<file path="config.mk">
export PLATFORM = sky130hd
export DESIGN_NAME = i2s_fill_tx
export DESIGN_NICKNAME = d
export VERILOG_FILES = /design/src/rtl/i2s_fill_pkg.sv /design/src/rtl/i2s_fill_clk.sv /design/src/rtl/i2s_fill_src.sv /design/src/rtl/i2s_fill_fmt.sv /design/src/rtl/i2s_fill_shift.sv /design/src/rtl/i2s_fill_tx.sv
export SDC_FILE = /design/constraint.sdc
export NUM_CORES = 1
export LEC_CHECK = 0
export ABC_AREA = 1
export ABC_CLOCK_PERIOD_IN_PS = 3400
export CAP_MARGIN = 40
export CORE_MARGIN = 3
export CORE_UTILIZATION = 36
export DETAILED_ROUTE_END_ITERATION = 8
export GPL_TIMING_DRIVEN = 0
export SLEW_MARGIN = 20
export SYNTH_ARGS = -nofsm -noshare
export SYNTH_HDL_FRONTEND = slang
export SYNTH_HIERARCHICAL = 1
export SYNTH_SLANG_ARGS = --single-unit
</file>
<file path="constraint.sdc">
create_clock -name clk_i -period 3.4 [get_ports clk_i]
set_input_delay 0.68 -clock clk_i [delete_from_list [all_inputs] [get_ports clk_i]]
set_output_delay 0.68 -clock clk_i [all_outputs]
set_load 0.01 [all_outputs]
</file>
<file path="src/rtl/i2s_fill_pkg.sv">
package i2s_fill_pkg;
  typedef enum logic [1:0] {
    DEPTH_16  = 2'd0,
    DEPTH_24  = 2'd1,
    DEPTH_32  = 2'd2,
    DEPTH_32X = 2'd3
  } depth_e;

  localparam int NUM_DEPTHS = 3;

  function automatic int depth_bits(input int idx, input int slot_w);
    case (idx)
      0:       return 16;
      1:       return 24;
      default: return slot_w;
    endcase
  endfunction
endpackage

</file>
<file path="src/rtl/i2s_fill_clk.sv">
module i2s_fill_clk #(
  parameter int FRAME_W = 64
) (
  input  logic clk_i,
  input  logic rst_ni,
  input  logic bclk_en_i,
  output logic bclk_o,
  output logic lrck_o,
  output logic fall_o,
  output logic start_o
);
  localparam int POS_W = $clog2(FRAME_W);

  logic             bclk_q, lrck_q;
  logic [POS_W-1:0] pos_q, pos_nx;

  assign fall_o  = bclk_en_i & bclk_q;
  assign pos_nx  = pos_q + POS_W'(1);
  // position 1 carries the left MSB: new frame is loaded there
  assign start_o = fall_o && (pos_nx == POS_W'(1));

  always_ff @(posedge clk_i or negedge rst_ni) begin
    if (!rst_ni) begin
      bclk_q <= 1'b0;
      lrck_q <= 1'b0;
      pos_q  <= '0;
    end else begin
      if (bclk_en_i) bclk_q <= ~bclk_q;
      if (fall_o) begin
        pos_q  <= pos_nx;
        lrck_q <= pos_nx[POS_W-1];
      end
    end
  end

  assign bclk_o = bclk_q;
  assign lrck_o = lrck_q;
endmodule

</file>
<file path="src/rtl/i2s_fill_src.sv">
module i2s_fill_src #(
  parameter int SLOT_W = 32
) (
  input  logic                        clk_i,
  input  logic                        rst_ni,
  input  logic                        valid_i,
  output logic                        ready_o,
  input  i2s_fill_pkg::depth_e        width_i,
  input  logic [SLOT_W-1:0]           left_i,
  input  logic [SLOT_W-1:0]           right_i,
  input  logic                        take_i,
  output logic [SLOT_W-1:0]           sel_left_o,
  output logic [SLOT_W-1:0]           sel_right_o,
  output i2s_fill_pkg::depth_e        sel_width_o,
  output logic                        underrun_o
);
  import i2s_fill_pkg::*;

  logic              hold_v;
  logic [SLOT_W-1:0] hold_l, hold_r, last_l, last_r;
  depth_e            hold_w, last_w;
  logic              und_q;
  logic              accept;

  assign ready_o = ~hold_v;
  assign accept  = valid_i & ~hold_v;

  assign sel_left_o  = hold_v ? hold_l : last_l;
  assign sel_right_o = hold_v ? hold_r : last_r;
  assign sel_width_o = hold_v ? hold_w : last_w;

  always_ff @(posedge clk_i or negedge rst_ni) begin
    if (!rst_ni) begin
      hold_v <= 1'b0;
      hold_l <= '0;
      hold_r <= '0;
      hold_w <= DEPTH_32;
      last_l <= '0;
      last_r <= '0;
      last_w <= DEPTH_32;
      und_q  <= 1'b0;
    end else begin
      if (accept) begin
        hold_v <= 1'b1;
        hold_l <= left_i;
        hold_r <= right_i;
        hold_w <= width_i;
      end else if (take_i && hold_v) begin
        hold_v <= 1'b0;
      end
      if (take_i) begin
        last_l <= sel_left_o;
        last_r <= sel_right_o;
        last_w <= sel_width_o;
        und_q  <= ~hold_v;
      end
    end
  end

  assign underrun_o = und_q;
endmodule

</file>
<file path="src/rtl/i2s_fill_fmt.sv">
module i2s_fill_fmt #(
  parameter int SLOT_W = 32
) (
  input  logic [SLOT_W-1:0]    sample_i,
  input  i2s_fill_pkg::depth_e depth_i,
  input  logic                 sign_fill_i,
  output logic [SLOT_W-1:0]    slot_o
);
  import i2s_fill_pkg::*;

  logic [SLOT_W-1:0] cand [NUM_DEPTHS];

  for (genvar g = 0; g < NUM_DEPTHS; g++) begin : g_depth
    localparam int D   = depth_bits(g, SLOT_W);
    localparam int PAD = SLOT_W - D;
    localparam logic [SLOT_W-1:0] MASK =
      (PAD == 0) ? '0 : ((SLOT_W'(1) << PAD) - SLOT_W'(1));
    assign cand[g] = (sample_i << PAD) |
                     ((sign_fill_i && sample_i[D-1]) ? MASK : '0);
  end

  always_comb begin
    case (depth_i)
      DEPTH_16: slot_o = cand[0];
      DEPTH_24: slot_o = cand[1];
      default:  slot_o = cand[2];
    endcase
  end
endmodule

</file>
<file path="src/rtl/i2s_fill_shift.sv">
module i2s_fill_shift #(
  parameter int FRAME_W = 64
) (
  input  logic               clk_i,
  input  logic               rst_ni,
  input  logic               load_i,
  input  logic               shift_i,
  input  logic [FRAME_W-1:0] frame_i,
  output logic               sdata_o
);
  logic [FRAME_W-1:0] sr_q;
  logic               sd_q;

  always_ff @(posedge clk_i or negedge rst_ni) begin
    if (!rst_ni) begin
      sr_q <= '0;
      sd_q <= 1'b0;
    end else if (load_i) begin
      sd_q <= frame_i[FRAME_W-1];
      sr_q <= frame_i << 1;
    end else if (shift_i) begin
      sd_q <= sr_q[FRAME_W-1];
      sr_q <= sr_q << 1;
    end
  end

  assign sdata_o = sd_q;
endmodule

</file>
<file path="src/rtl/i2s_fill_tx.sv">
module i2s_fill_tx #(
  parameter int SLOT_W = 32
) (
  input  logic              clk_i,
  input  logic              rst_ni,
  input  logic              bclk_en_i,
  input  logic              fill_sign_i,
  input  logic              s_valid_i,
  output logic              s_ready_o,
  input  logic [1:0]        s_width_i,
  input  logic [SLOT_W-1:0] s_left_i,
  input  logic [SLOT_W-1:0] s_right_i,
  output logic              bclk_o,
  output logic              lrck_o,
  output logic              sdata_o,
  output logic              underrun_o
);
  import i2s_fill_pkg::*;

  localparam int FRAME_W = 2 * SLOT_W;

  logic              fall, start;
  logic [SLOT_W-1:0] sel [2];
  logic [SLOT_W-1:0] slot [2];
  depth_e            sel_w;

  i2s_fill_clk #(.FRAME_W(FRAME_W)) u_clk (
    .clk_i    (clk_i),
    .rst_ni   (rst_ni),
    .bclk_en_i(bclk_en_i),
    .bclk_o   (bclk_o),
    .lrck_o   (lrck_o),
    .fall_o   (fall),
    .start_o  (start)
  );

  i2s_fill_src #(.SLOT_W(SLOT_W)) u_src (
    .clk_i      (clk_i),
    .rst_ni     (rst_ni),
    .valid_i    (s_valid_i),
    .ready_o    (s_ready_o),
    .width_i    (depth_e'(s_width_i)),
    .left_i     (s_left_i),
    .right_i    (s_right_i),
    .take_i     (start),
    .sel_left_o (sel[0]),
    .sel_right_o(sel[1]),
    .sel_width_o(sel_w),
    .underrun_o (underrun_o)
  );

  // fill mode is only consumed in the start cycle
  for (genvar c = 0; c < 2; c++) begin : g_chan
    i2s_fill_fmt #(.SLOT_W(SLOT_W)) u_fmt (
      .sample_i   (sel[c]),
      .depth_i    (sel_w),
      .sign_fill_i(fill_sign_i),
      .slot_o     (slot[c])
    );
  end

  i2s_fill_shift #(.FRAME_W(FRAME_W)) u_shift (
    .clk_i  (clk_i),
    .rst_ni (rst_ni),
    .load_i (start),
    .shift_i(fall),
    .frame_i({slot[0], slot[1]}),
    .sdata_o(sdata_o)
  );
endmodule

</file>
==> flow_summary.json <==
{
  "regToRegSetupSlack_ns": 0.86,
  "cts_hold_repair.buffers": 0,
  "hold_violations": 0,
  "slew_viol_final": 0,
  "drt_pass1_iterations": 5,
  "yosys_warnings": 6,
  "place_congestion": 0.894,
  "portBuffers": 75,
  "num-nets-final": 1619,
  "dp_hpwl_um": 21000,
  "finalSetupViolCount": 0,
  "cts_tree": "done",
  "worst_slew_pin_slew_ns": 0.618,
  "seq_area_frac_synth": 0.484,
  "fin_crit_ns": 2.87,
  "grt_pass1_vias": 9190,
  "endpoint_kind": "output pin",
  "area_delta_synth_final_pct": 19.5,
  "status": "complete, no violations",
  "clk_path_buf_depth": 3,
  "clkSinkCount": 205,
  "antenna_cells": 0,
  "wire_per_inst_um": 14.8,
  "grt_antenna_before_repair": 0,
  "core.rowCount": 62,
  "die_height_um": 178,
  "htreeDepth": 1,
  "layout-drive-gt1-share": 0.0895,
  "fin_area_um2": 12700,
  "syn-cell-area_um2": 10600,
  "synth-main-ff-cell": "dfrtp_1",
  "rsz0062_at_grt": "no",
  "post-route-period-util": 0.843,
  "syn-num-nets": 1516,
  "vias_per_cell": 5.02,
  "postCtsSetupBuffers": 0,
  "dpl_cell_area_um2": 11900,
  "max_freq_mhz": 349,
  "cp_max_fo": 10,
  "worst_ep_required_time_ns": 2.72,
  "leakage_uw": 0.00668,
  "clk_latency_ns": 0.51,
  "critical_path.startpoint_type": "flip-flop",
  "synth_edf_count": 0,
  "synthArstFlopShare": 1.00,
  "hp-class": "in -> async",
  "path_class": "reg -> out",
  "via_count": 9782,
  "die_area_um2": 31500,
  "clkTransAtPathRegs_ns": 0.06,
  "cts_buffers": 24,
  "cts_resized": 0,
  "cts_root_buf": "clkbuf_16",
  "netlist_instances": 1443,
  "slew_headroom": 0.588,
  "maxCapViolations": 0,
  "netlist-cell-type-count": 26,
  "drtIter0Drc": 798,
  "crit_arrival_ns": 2.19,
  "vdd_drop_max_mv": 0.371,
  "fin_util": 0.439,
  "synth_area_per_cell_um2": 7.34,
  "grt_pass1_wl_um": 47700,
  "fin_tns_setup_ns": 0,
  "routed_wl_um": 28900,
  "grt.overflow.total": 0,
  "yosys_register_bits": 205,
  "powerDensity_nw_per_um2": 819,
  "fp.coreArea_um2": 28900,
  "ios": 76,
  "grt_max_degree": 96,
  "drc": 0,
  "initial_core_util": 0.367,
  "antenna_left": 0,
  "holdWs_ns": 0.101,
  "dieWidth_um": 178,
  "grtUsageTotal": 0.185,
  "fin_skew_ns": 0.0183
}
==> flip-flops by register name, indices dropped and copies added, names as in the netlist, 2 cells and up <==
| register | cells |
|---|---|
| u_src/hold_w | 2 |
| u_src/last_r | 32 |
| u_src/hold_r | 32 |
| u_clk/pos_q | 5 |
| u_src/last_w | 2 |
| u_src/last_l | 32 |
| u_shift/sr_q | 63 |
| u_src/hold_l | 32 |
==> worst max-delay path: stages (launching register included) <==
cell,delay [ns]
dfrtp_1,0.35
buf_4,0.17
inv_4,0.15
buf_4,0.24
buf_4,0.21
clkdlybuf4s50_1,0.56
==> area by class of cell <==
class	count	area, um2
Inverter	19	73.8
Tap cell	384	480
Clock buffer	38	734
Sequential cell	205	5130
Clock inverter	6	42.5
Fill cell	3057	16200
Buffer	106	637
Timing Repair Buffer	77	811
Multi-Input combinational cell	1113	4750
==> cell usage after synthesis (2+ instances only) <==
master	instances	area [um2]
buf_1	5	18.8
buf_2	53	265
buf_4	20	150
buf_6	13	146
clkbuf_1	15	56.3
dfrtp_1	203	5080
dfstp_2	2	52.6
ha_1	2	25.0
inv_1	14	52.6
inv_2	4	15.0
nand2_1	708	2660
nand2_4	2	22.5
nand3_1	378	1890
nand4_1	2	12.5
nor2_1	7	26.3
nor2_8	2	40.0
o21ai_0	4	20.0
==> metal layers <==
metal	vias to the layer above	wire length (um)	track usage
met4	0	459	0.0366
met1	4634	14300	0.281
met5	-	0	0
li1	4859	-	-
met2	248	12700	0.284
met3	41	1430	0.0210
==> per-stage QoR <==
step | setup WS (ns) | cells | total power [uW]
5_1_grt | 0.438 | 1948 | 11200
6_report | 0.533 | 1948 | 10400
2_1_floorplan | 1.39 | 1443 | 6510
3_5_place_dp | 0.384 | 1904 | 7870
3_3_place_gp | -7.40 | 1902 | 7820
4_1_cts | 0.500 | 1948 | 10400
==> path summary, 6_finish.rpt <==
| check | startpoint | end | cells past startpoint |
|---|---|---|---|
| hold reg to reg | u_src/last_l[12] | u_src/last_l[12] | 2 |
| setup reg to reg | u_clk/pos_q[1] | u_src/last_l[19] | 13 |
| max in group asynchronous | rst_ni | u_src/hold_w[1] | 2 |
| hold / removal | rst_ni | u_shift/sr_q[13] | 1 |
| setup / recovery | u_src/hold_v | s_ready_o | 5 |
| min in group clk_i | u_src/last_l[12] | u_src/last_l[12] | 2 |
==> layout by cell type, fill, tap and decap left out, types with 6 or more instances in the layout <==
cell,Yosys,layout
clkbuf_8,0,6
buf_2,53,53
dfrtp_1,203,203
nand3_1,378,378
buf_6,13,13
clkdlybuf4s50_1,0,74
nor2_1,7,7
clkbuf_1,15,22
inv_1,14,14
clkbuf_16,0,25
buf_4,20,20
nand2_1,708,708
==> logic make-up (layout without fill, tap and decap cells) <==
family | Yosys count | count (layout) | share of synthesized area
buffers and inverters | 125 | 246 | 0.0671
AND/OR/NAND/NOR | 1102 | 1102 | 0.441
XOR/XNOR | 1 | 1 | 0.000827
adder cells (fa/ha/maj) | 2 | 2 | 0.00236
flip-flops | 205 | 205 | 0.484
AO/OA/AOI/OAI | 8 | 8 | 0.00437
==> where the power goes <==
| group | internal [uW] | total [uW] | switching [uW] | leakage, uW |
|---|---|---|---|---|
| registers | 3220 | 3780 | 559 | 0.00272 |
| clock network | 1480 | 2500 | 1020 | 0.000382 |
| logic | 1390 | 4090 | 2700 | 0.00357 |
| total | 6100 | 10400 | 4280 | 0.00668 |
No activity file was read; power rests on OpenSTA's default activity.
